`config.mk`:
```
export PLATFORM = sky130hd
export DESIGN_NAME = mc_core
export DESIGN_NICKNAME = d
export VERILOG_FILES = /design/src/rtl/mc_pkg.sv /design/src/rtl/mc_alu.sv /design/src/rtl/mc_regfile.sv /design/src/rtl/mc_sequencer.sv /design/src/rtl/mc_core.sv
export SDC_FILE = /design/constraint.sdc
export NUM_CORES = 2
export LEC_CHECK = 0
export ABC_AREA = 1
export BUFFER_PORTS_ARGS = -buffer_cell sky130_fd_sc_hd__buf_2
export CORE_ASPECT_RATIO = 1.25
export CORE_MARGIN = 5
export CORE_UTILIZATION = 45
export CTS_BUF_LIST = sky130_fd_sc_hd__clkbuf_2 sky130_fd_sc_hd__clkbuf_4 sky130_fd_sc_hd__clkbuf_8
export CTS_CLUSTER_DIAMETER = 100
export DETAILED_ROUTE_END_ITERATION = 7
export SYNTH_ARGS = -nofsm -noshare
export SYNTH_HDL_FRONTEND = slang
export SYNTH_SLANG_ARGS = --single-unit
```
`constraint.sdc`:
```
create_clock -name clk -period 9.25 [get_ports clk]
set_input_delay 1.85 -clock clk [delete_from_list [all_inputs] [get_ports clk]]
set_output_delay 1.85 -clock clk [all_outputs]
set_load 0.005 [all_outputs]
```
`src/rtl/mc_pkg.sv`:
```
package mc_pkg;

    typedef enum logic [3:0] {
        ST_FETCH,
        ST_DECODE,
        ST_EXEC_R,
        ST_WB_R,
        ST_ADDR,
        ST_MEM_RD,
        ST_MEM_WR,
        ST_WB_LD,
        ST_BRANCH,
        ST_JUMP
    } step_e;

    typedef enum logic [2:0] {
        ALU_ADD,
        ALU_SUB,
        ALU_AND,
        ALU_OR,
        ALU_SLT,
        ALU_ZERO
    } alu_op_e;

    localparam logic [5:0] OP_RTYPE = 6'd0;
    localparam logic [5:0] OP_JUMP  = 6'd2;
    localparam logic [5:0] OP_BEQ   = 6'd4;
    localparam logic [5:0] OP_LOAD  = 6'd35;
    localparam logic [5:0] OP_STORE = 6'd43;

    localparam logic [5:0] FN_ADD = 6'd32;
    localparam logic [5:0] FN_SUB = 6'd34;
    localparam logic [5:0] FN_AND = 6'd36;
    localparam logic [5:0] FN_OR  = 6'd37;
    localparam logic [5:0] FN_SLT = 6'd42;

    // operand-Y source for the shared ALU
    localparam logic [1:0] YSEL_B     = 2'd0;
    localparam logic [1:0] YSEL_IMM   = 2'd1;
    localparam logic [1:0] YSEL_IMMX4 = 2'd2;

    typedef struct packed {
        logic       ir_we;
        logic       pc_inc;
        logic       ab_we;
        logic       out_we;
        logic       alu_x_pc;
        logic [1:0] alu_y_sel;
        logic       alu_use_funct;
        logic       mdr_we;
        logic       rf_we;
        logic       rf_src_mdr;
        logic       pc_take_out;
        logic       pc_jump;
        logic       mem_rd;
        logic       mem_wr;
        logic       mem_addr_out;
    } ctrl_t;

    function automatic alu_op_e funct_to_alu(input logic [5:0] fn);
        alu_op_e op;
        case (fn)
            FN_ADD:  op = ALU_ADD;
            FN_SUB:  op = ALU_SUB;
            FN_AND:  op = ALU_AND;
            FN_OR:   op = ALU_OR;
            FN_SLT:  op = ALU_SLT;
            default: op = ALU_ZERO;
        endcase
        return op;
    endfunction

endpackage

```
`src/rtl/mc_alu.sv`:
```
module mc_alu
    import mc_pkg::*;
#(
    parameter int W = 32
) (
    input  alu_op_e        op,
    input  logic [W-1:0]   x,
    input  logic [W-1:0]   y,
    output logic [W-1:0]   res
);

    always_comb begin
        unique case (op)
            ALU_ADD:  res = x + y;
            ALU_SUB:  res = x - y;
            ALU_AND:  res = x & y;
            ALU_OR:   res = x | y;
            ALU_SLT:  res = ($signed(x) < $signed(y)) ? W'(1) : '0;
            default:  res = '0;
        endcase
    end

endmodule

```
`src/rtl/mc_regfile.sv`:
```
module mc_regfile #(
    parameter int W    = 32,
    parameter int NREG = 32,
    localparam int AW  = $clog2(NREG)
) (
    input  logic          clk,
    input  logic          rst_n,
    input  logic [AW-1:0] rd_sel_a,
    input  logic [AW-1:0] rd_sel_b,
    output logic [W-1:0]  rd_val_a,
    output logic [W-1:0]  rd_val_b,
    input  logic          wr_en,
    input  logic [AW-1:0] wr_sel,
    input  logic [W-1:0]  wr_val
);

    logic [NREG-1:0][W-1:0] entries;

    // entry 0 is hard-wired to zero; it has no storage
    assign entries[0] = '0;

    generate
        for (genvar g = 1; g < NREG; g++) begin : g_entry
            logic [W-1:0] q;
            always_ff @(posedge clk or negedge rst_n) begin
                if (!rst_n) begin
                    q <= '0;
                end else if (wr_en && (wr_sel == AW'(g))) begin
                    q <= wr_val;
                end
            end
            assign entries[g] = q;
        end
    endgenerate

    assign rd_val_a = entries[rd_sel_a];
    assign rd_val_b = entries[rd_sel_b];

endmodule

```
`src/rtl/mc_sequencer.sv`:
```
module mc_sequencer
    import mc_pkg::*;
(
    input  logic       clk,
    input  logic       rst_n,
    input  logic [5:0] opcode,
    input  logic       a_eq_b,
    output step_e      state,
    output ctrl_t      ctrl
);

    step_e state_nx;

    always_ff @(posedge clk or negedge rst_n) begin
        if (!rst_n) begin
            state <= ST_FETCH;
        end else begin
            state <= state_nx;
        end
    end

    always_comb begin
        state_nx = ST_FETCH;
        unique case (state)
            ST_FETCH:  state_nx = ST_DECODE;
            ST_DECODE: begin
                case (opcode)
                    OP_RTYPE:         state_nx = ST_EXEC_R;
                    OP_LOAD, OP_STORE: state_nx = ST_ADDR;
                    OP_BEQ:           state_nx = ST_BRANCH;
                    OP_JUMP:          state_nx = ST_JUMP;
                    default:          state_nx = ST_FETCH;
                endcase
            end
            ST_EXEC_R: state_nx = ST_WB_R;
            ST_ADDR:   state_nx = (opcode == OP_LOAD) ? ST_MEM_RD : ST_MEM_WR;
            ST_MEM_RD: state_nx = ST_WB_LD;
            ST_WB_R, ST_WB_LD, ST_MEM_WR, ST_BRANCH, ST_JUMP: state_nx = ST_FETCH;
            default:   state_nx = ST_FETCH;
        endcase
    end

    always_comb begin
        ctrl = '0;
        unique case (state)
            ST_FETCH: begin
                ctrl.mem_rd = 1'b1;
                ctrl.ir_we  = 1'b1;
                ctrl.pc_inc = 1'b1;
            end
            ST_DECODE: begin
                ctrl.ab_we     = 1'b1;
                ctrl.out_we    = 1'b1;
                ctrl.alu_x_pc  = 1'b1;
                ctrl.alu_y_sel = YSEL_IMMX4;
            end
            ST_EXEC_R: begin
                ctrl.out_we        = 1'b1;
                ctrl.alu_y_sel     = YSEL_B;
                ctrl.alu_use_funct = 1'b1;
            end
            ST_WB_R: ctrl.rf_we = 1'b1;
            ST_ADDR: begin
                ctrl.out_we    = 1'b1;
                ctrl.alu_y_sel = YSEL_IMM;
            end
            ST_MEM_RD: begin
                ctrl.mem_rd       = 1'b1;
                ctrl.mem_addr_out = 1'b1;
                ctrl.mdr_we       = 1'b1;
            end
            ST_MEM_WR: begin
                ctrl.mem_wr       = 1'b1;
                ctrl.mem_addr_out = 1'b1;
            end
            ST_WB_LD: begin
                ctrl.rf_we      = 1'b1;
                ctrl.rf_src_mdr = 1'b1;
            end
            ST_BRANCH: ctrl.pc_take_out = a_eq_b;
            ST_JUMP:   ctrl.pc_jump     = 1'b1;
            default:   ctrl = '0;
        endcase
    end

    AST_DECODE_AFTER_FETCH: assert property (@(posedge clk) disable iff (!rst_n)
        (state == ST_DECODE) |-> ($past(state) == ST_FETCH));
    AST_LOAD_WRITEBACK: assert property (@(posedge clk) disable iff (!rst_n)
        (state == ST_MEM_RD) |=> (state == ST_WB_LD));
    AST_STROBE_EXCLUSIVE: assert property (@(posedge clk) disable iff (!rst_n)
        !(ctrl.mem_rd && ctrl.mem_wr));

endmodule

```
`src/rtl/mc_core.sv`:
```
module mc_core
    import mc_pkg::*;
#(
    parameter int NREG = 32,
    localparam int W   = 32,
    localparam int AW  = $clog2(NREG)
) (
    input  logic         clk,
    input  logic         rst_n,
    output logic [W-1:0] mem_addr,
    output logic [W-1:0] mem_wdata,
    input  logic [W-1:0] mem_rdata,
    output logic         mem_rd,
    output logic         mem_wr
);

    step_e        state;
    ctrl_t        ctrl;
    logic [W-1:0] pc, ir, a_q, b_q, out_q, mdr;
    logic [W-1:0] rf_a, rf_b, alu_x, alu_y, alu_res;
    logic [W-1:0] imm_sx, imm_x4, pc_plus4;
    alu_op_e      alu_op;

    // instruction fields
    logic [5:0]    opcode, funct;
    logic [AW-1:0] rs_f, rt_f, rd_f;
    assign opcode = ir[31:26];
    assign funct  = ir[5:0];
    assign rs_f   = ir[21 +: AW];
    assign rt_f   = ir[16 +: AW];
    assign rd_f   = ir[11 +: AW];
    assign imm_sx = {{(W-16){ir[15]}}, ir[15:0]};
    assign imm_x4 = {imm_sx[W-3:0], 2'b00};
    assign pc_plus4 = pc + W'(4);

    mc_sequencer u_seq (
        .clk    (clk),
        .rst_n  (rst_n),
        .opcode (opcode),
        .a_eq_b (a_q == b_q),
        .state  (state),
        .ctrl   (ctrl)
    );

    mc_regfile #(.W(W), .NREG(NREG)) u_rf (
        .clk      (clk),
        .rst_n    (rst_n),
        .rd_sel_a (rs_f),
        .rd_sel_b (rt_f),
        .rd_val_a (rf_a),
        .rd_val_b (rf_b),
        .wr_en    (ctrl.rf_we),
        .wr_sel   (ctrl.rf_src_mdr ? rt_f : rd_f),
        .wr_val   (ctrl.rf_src_mdr ? mdr : out_q)
    );

    always_comb begin
        alu_x = ctrl.alu_x_pc ? pc : a_q;
        case (ctrl.alu_y_sel)
            YSEL_B:     alu_y = b_q;
            YSEL_IMM:   alu_y = imm_sx;
            YSEL_IMMX4: alu_y = imm_x4;
            default:    alu_y = '0;
        endcase
        alu_op = ctrl.alu_use_funct ? funct_to_alu(funct) : ALU_ADD;
    end

    mc_alu #(.W(W)) u_alu (
        .op  (alu_op),
        .x   (alu_x),
        .y   (alu_y),
        .res (alu_res)
    );

    always_ff @(posedge clk or negedge rst_n) begin
        if (!rst_n) begin
            pc    <= '0;
            ir    <= '0;
            a_q   <= '0;
            b_q   <= '0;
            out_q <= '0;
            mdr   <= '0;
        end else begin
            if (ctrl.ir_we)  ir  <= mem_rdata;
            if (ctrl.mdr_we) mdr <= mem_rdata;
            if (ctrl.ab_we) begin
                a_q <= rf_a;
                b_q <= rf_b;
            end
            if (ctrl.out_we) out_q <= alu_res;
            if (ctrl.pc_inc)
                pc <= pc_plus4;
            else if (ctrl.pc_take_out)
                pc <= out_q;
            else if (ctrl.pc_jump)
                pc <= {pc[W-1:W-4], ir[25:0], 2'b00};
        end
    end

    assign mem_addr  = ctrl.mem_addr_out ? out_q : pc;
    assign mem_wdata = b_q;
    assign mem_rd    = ctrl.mem_rd;
    assign mem_wr    = ctrl.mem_wr;

    AST_PC_ADVANCE: assert property (@(posedge clk) disable iff (!rst_n)
        (state == ST_FETCH) |=> (pc == $past(pc) + W'(4)));
    AST_ZERO_SOURCE: assert property (@(posedge clk) disable iff (!rst_n)
        (state == ST_DECODE && rs_f == '0) |=> (a_q == '0));
    AST_BRANCH_HOLD: assert property (@(posedge clk) disable iff (!rst_n)
        (state == ST_BRANCH && a_q != b_q) |=> $stable(pc));
    AST_JUMP_TOP_BITS: assert property (@(posedge clk) disable iff (!rst_n)
        (state == ST_JUMP) |=> (pc[W-1:W-4] == $past(pc[W-1:W-4])));
    AST_WRITE_ONLY_STORE: assert property (@(posedge clk) disable iff (!rst_n)
        mem_wr |-> (opcode == OP_STORE));

endmodule

```
* Word-level counts from Yosys, hierarchy flattened
Index checks and enable logic that the tools add are counted.
** Word-level totals
- Output and inout port bits :: 66
- Register bits after elaboration :: 1188
** Cells by class
- Equality and inequality tests :: 56
- Muxes and demuxes :: 32
- $add $sub $neg :: 3
- Reductions and logical operators :: 42
- Bitwise gates (word level) :: 2
- Order comparisons :: 3
** Operators by type and width (number)
- 32-bit binary-select mux with 5-bit select :: 2
- 32-bit 2-to-1 mux :: 7
- 32-bit case mux with 5 select lines :: 1
- 32-bit case mux with 3 select lines :: 1
- 5-bit == test (second input constant) :: 16
- 6-bit == test (second input constant) :: 7
- 5-bit by 4-bit == test with 1-bit output (second input constant) :: 8
- 32-bit by 3-bit adder with 32-bit output (second input constant) :: 1
- 32-bit adder :: 1
- 32-bit bitwise AND :: 1
- 32-bit == test :: 1
- 32-bit less-than comparator :: 1
- 32-bit OR :: 1
- 32-bit subtractor :: 1
- 1-bit logical AND :: 31
- 28-bit 2-to-1 mux :: 1
- 5-bit by 3-bit == test with 1-bit output (second input constant) :: 4
- 4-bit case mux with 5 select lines :: 1
- 4-bit by 3-bit == test with 1-bit output (second input constant) :: 4
- 4-bit case mux with 4 select lines :: 1
- 3-bit case mux with 5 select lines :: 1
- 5-bit by 6-bit less-than comparator with 1-bit output (second input constant) :: 2
- 1-bit 2-to-1 mux :: 12
- 5-bit by 2-bit == test with 1-bit output (second input constant) :: 2
- other kinds (23) :: 30

* Logic depth before layout (Yosys ltp)
- Depth in word-level cells :: 7
- Depth in mapped cells :: 25
- Gate-level depth less buffers :: 24

* Cells and area by module
Synthesis repeated with hierarchy kept, for this count alone.
** Second synthesis, totals
- Cell total of the unflattened synthesis :: 10916
- Area, all modules :: 73330.3 um2
** By module, submodules not included
- mc_regfile :: instances 1, cells an instance 8314, area an instance 56355.3 um2
- mc_core :: instances 1, cells an instance 1280, area an instance 10137.2 um2
- mc_alu :: instances 1, cells an instance 1255, area an instance 6461.2 um2
- mc_sequencer :: instances 1, cells an instance 67, area an instance 376.6 um2

* Worst setup path after synthesis
OpenSTA, ideal clock, no wires.
- Path type :: reg2out
- From :: reg u_seq.state[3]
- To :: out mem_addr[23]
- Setup slack :: 5.531 ns
- Cell stages (with the launch flop) :: 8
- Data arrival time :: 1.869 ns
- Required time :: 7.400 ns
- Cell sequence :: dfrtp_1 nor2_1 inv_1 nor2_1 or2_2 clkbuf_1 clkbuf_1 mux2_2
** On the way
- Longest elaborated chain between the ends :: 4
- Elaborated cells between the ends (all ways) :: 5
** RTL lines
- start: declaration :: line mc_sequencer.sv:8 : output step_e state,
- start signal: assignment :: line mc_sequencer.sv:18 : state <= state_nx;
- 4-bit by 3-bit == test with 1-bit output :: line mc_sequencer.sv:45 : unique case (state)
- 2-bit OR reduction (no line) *
- 1-bit 2-to-1 mux * :: line mc_sequencer.sv:45
- 32-bit 2-to-1 mux * :: line mc_core.sv:100 : assign mem_addr = ctrl.mem_addr_out ? out_q : pc;
- end: declaration :: line mc_core.sv:10 : output logic [W-1:0] mem_addr,
Every way passes the cells marked *; elsewhere a longest branch is shown, timed or not.

* Worst setup path after layout
- From :: reg u_seq.state[1]
- To :: reg out_q[22]
** On the way
- Longest elaborated chain between the ends :: 6
- Elaborated cells between the ends (all ways) :: 24
** RTL lines
- 4-bit by 3-bit == test with 1-bit output / 4-bit by 1-bit == test with 1-bit output (equally long branches) :: line mc_sequencer.sv:45
- 2-bit case mux with 2 select lines :: line mc_sequencer.sv:45
- 2-bit == test, or another cell as far along :: line mc_core.sv:59 : case (ctrl.alu_y_sel)
- 32-bit case mux with 3 select lines :: line mc_core.sv:59
- 32-bit subtractor, or another cell as far along :: line mc_alu.sv:15 : ALU_SUB: res = x - y;
- 32-bit case mux with 5 select lines :: line mc_alu.sv:13 : unique case (op)
- end signal: assignment :: line mc_core.sv:90 : if (ctrl.out_we) out_q <= alu_res;
- end: declaration :: line mc_core.sv:19 : logic [W-1:0] pc, ir, a_q, b_q, out_q, mdr;
Several ways; a longest one is shown, not always the timed one.
A chain may end at the register's enable or synchronous reset.

==> impl_metrics.tcl <==
set metrics [dict create \
    synthSimpleGateAreaFrac 0.217 \
    nNetsFinal 9709 \
    synthAdderAreaFrac 0.0181 \
    wl_per_cell_um 26.9 \
    io_pins 100 \
    cts_resized 0 \
    synth_area_per_cell_sq_um 7.05 \
    synth_edf_count 0 \
    final_hold_viol_count 0 \
    finClkSkew_ns 0.0812 \
    grt_pass1_vias 67500 \
    grt_max_degree 180 \
    drtIter0Drc 10000 \
    numCtsBuffers 200 \
    start_util 0.453 \
    vias 71800 \
    cts.sinks 1188 \
    critPathMaxFanout 32 \
    worstSkewPairLatency_ns 1.02 \
    h-tree-depth 4 \
    drv_cap 0 \
    final_util 0.493 \
    final_cell_area_sq_mm 0.0761 \
    wl_um 316000 \
    antenna_found_initial 13 \
    cp.arrival_ns 6.73 \
    die_w_um 363 \
    cts_max_path_buffers 3 \
    drcViolationCount 0 \
    status "complete, no violations" \
    dieArea_sq_mm 0.163 \
    min_period_ns 5.88 \
    dp_slack_ns 3.59 \
    drive_above_1_share 0.0771 \
    holdBufCountCts 0 \
    path_clk_slew_ns 0.06 \
    post-cts-setup-buffers 0 \
    finalWorstSetupSlack_ns 3.37 \
    first_pass_iters 8 \
    fmax_mhz 170 \
    cts_tree "yes" \
    fin_crit_sh 0.635 \
    cp.required_ns 10.10 \
    setup_viol 0 \
    fp.dieH_um 451 \
    synthFlopType "dfrtp_1" \
    critPathCaptureType "flip-flop" \
    globalplace.congestion 1.03 \
    port_buffers 99 \
    fin_tns_setup_ns 0 \
    criticalPathCategory "flip-flop to flip-flop" \
    synthArstFlopShare 1.00 \
    synth-seq-area-share 0.425 \
    syn_to_final_growth_pct 8.91 \
    synth_nets 10100 \
    relSlewSlack 0.161 \
    synth_compound_area_frac 0.236 \
    synth_warnings 0 \
    worstHoldPathType "flip-flop to flip-flop" \
    synth_cell_types 41 \
    netlist_area_sq_mm 0.0699 \
    drtAntennaViolNets 0 \
    numPlacedInstances 11400 \
    core-area_sq_mm 0.154 \
    rows 161 \
    power_mw 32.9 \
    startpoint_type "flip-flop" \
    ir_drop_mv 0.362 \
    p_per_area_mw_per_mm2 433 \
    ys_seq_elements 1188 \
    holdWs_ns 0.483 \
    viasPerCell 6.10 \
    grt_use_total 0.376 \
    worst_slew_pin_slew_ns 1.26 \
    muxShareOfSynthArea 0.00478 \
    rsz0062_at_grt "no" \
    place_area_sq_mm 0.0717 \
    slew_violations 0 \
    fin_cells 11800 \
    filler_cell_count 15700 \
    synth-xor-area-share 0.00426 \
    cts-root-buf "clkbuf_8" \
    synth_top_family_by_area "compound AO/OA/AOI/OAI gates" \
    globalRouteOverflowTotal 0 \
    p_leak_nw 34.2 \
    syn_inst 9923 \
    grt_pass1_wl_um 459000 \
    dp_hpwl_um 190000 \
]
[where the power goes]
part | internal, mW | switching [mW]
combinational | 5.23 | 14.2
sequential | 6.68 | 1.55
clock | 2.92 | 2.38
total | 14.8 | 18.1
[cell type report]
cell class                 count  area (sq um)  area share
sequential                  1188         29800       0.391
antenna                        4          10.0    0.000131
timing repair buffer         254          1800      0.0236
tap                         2037          2550      0.0335
multi-input combinational   6990         34000       0.446
inverter                     941          3580      0.0470
clock inverter                31           439     0.00577
clock buffer                 324          4020      0.0527
[cells by family (layout without fill, tap and decap cells)]
| logic type | after synthesis | after routing |
|---|---|---|
| and+or+nand+nor | 3596 | 3596 |
| AOI/OAI and AO/OA | 3227 | 3227 |
| DFF | 1188 | 1188 |
| muxes | 33 | 33 |
| buffers and inverters | 1745 | 1550 |
| other | 0 | 4 |
| adders and majority gates | 100 | 100 |
| xor gates and xnor gates | 34 | 34 |
[placed cells by master (no fill, tap or decap), types with 6 or more instances in the layout]
cell          n
a21oi_1    1011
a31o_2       21
and2_1        9
buf_12       11
buf_2        98
buf_4       145
bufinv_16     6
clkbuf_4     71
clkbuf_8    253
clkinv_2      8
dfrtp_1    1178
dfrtp_4       8
ha_1         98
inv_1       922
inv_2         8
inv_8         6
mux2i_2      25
nand2_1    2035
nand2_4      30
nand3_1    1111
nand3b_1      7
nand4_1      34
nor2_1      310
nor2_2        8
nor3_1       26
o211ai_1     73
o21ai_0    1848
o21ai_1     235
o21bai_1     12
o22ai_1      18
or2_2         7
xnor2_1       7
xor2_1       27
[synth_stat cells (4+ instances only)]
master / n / area, sq um
a21oi_1: 1011 / 5060
a31o_2: 21 / 184
and2_1: 9 / 56.3
buf_1: 92 / 345
buf_2: 14 / 70.1
clkbuf_1: 695 / 2610
clkinv_1: 5 / 18.8
dfrtp_1: 1188 / 29700
ha_1: 98 / 1230
inv_1: 930 / 3490
inv_2: 6 / 22.5
mux2i_1: 30 / 300
nand2_1: 2043 / 7670
nand2_2: 24 / 150
nand3_1: 1111 / 5560
nand3b_1: 7 / 52.6
nand4_1: 34 / 213
nor2_1: 319 / 1200
nor3_1: 26 / 130
nor4_1: 4 / 25.0
o211ai_1: 73 / 548
o21ai_0: 1850 / 9260
o21ai_1: 235 / 1180
o21ai_2: 4 / 35.0
o21bai_1: 12 / 90.1
o22ai_1: 18 / 113
or2_2: 7 / 43.8
xnor2_1: 7 / 61.3
xor2_1: 27 / 236
[registers in the layout, indices dropped and copies added (netlist names)]
register	flops
out_q	32
u_rf.g_entry.q	992
ir	32
u_seq.state	4
mem_wdata	32
pc	32
a_q	32
mdr	32
[worst max-delay path: stages (launching register included)]
cell     delay [ns]
dfrtp_1        0.42
nor2_1         0.77
inv_1          0.22
nor2_1         0.55
nor2_2         0.08
buf_4          0.28
nor2_1         0.38
buf_4          0.32
a21oi_1        0.12
ha_1           0.55
nor2_1         0.36
nand2_1        0.17
nor3_1         0.57
nand3_1        0.36
nand3_1        0.18
nand2_1        0.06
nand3_1        0.07
nand3_1        0.08
nand2_1        0.06
nand2_1        0.07
[routing by layer]
metal	track usage	share of wire
met1	0.480	0.38
met2	0.584	0.44
met5	0	0.000092
met3	0.0834	0.10
met4	0.227	0.071
[path summary, 6_finish.rpt]
check | cells after the start | slack [ns] | from | endpoint
setup / recovery | 19 | 3.37 | u_seq.state[1] | out_q[22]
hold reg to reg | 2 | 0.48 | u_rf.g_entry[22].q[22] | u_rf.g_entry[22].q[22]
min in group asynchronous | 1 | 0.78 | rst_n | mdr[3]
setup reg to reg | 19 | 3.37 | u_seq.state[1] | out_q[22]
max in group asynchronous | 3 | 6.24 | rst_n | u_rf.g_entry[16].q[23]
hold / removal | 2 | 0.48 | u_rf.g_entry[22].q[22] | u_rf.g_entry[22].q[22]
No activity file was read; power rests on OpenSTA's default activity.
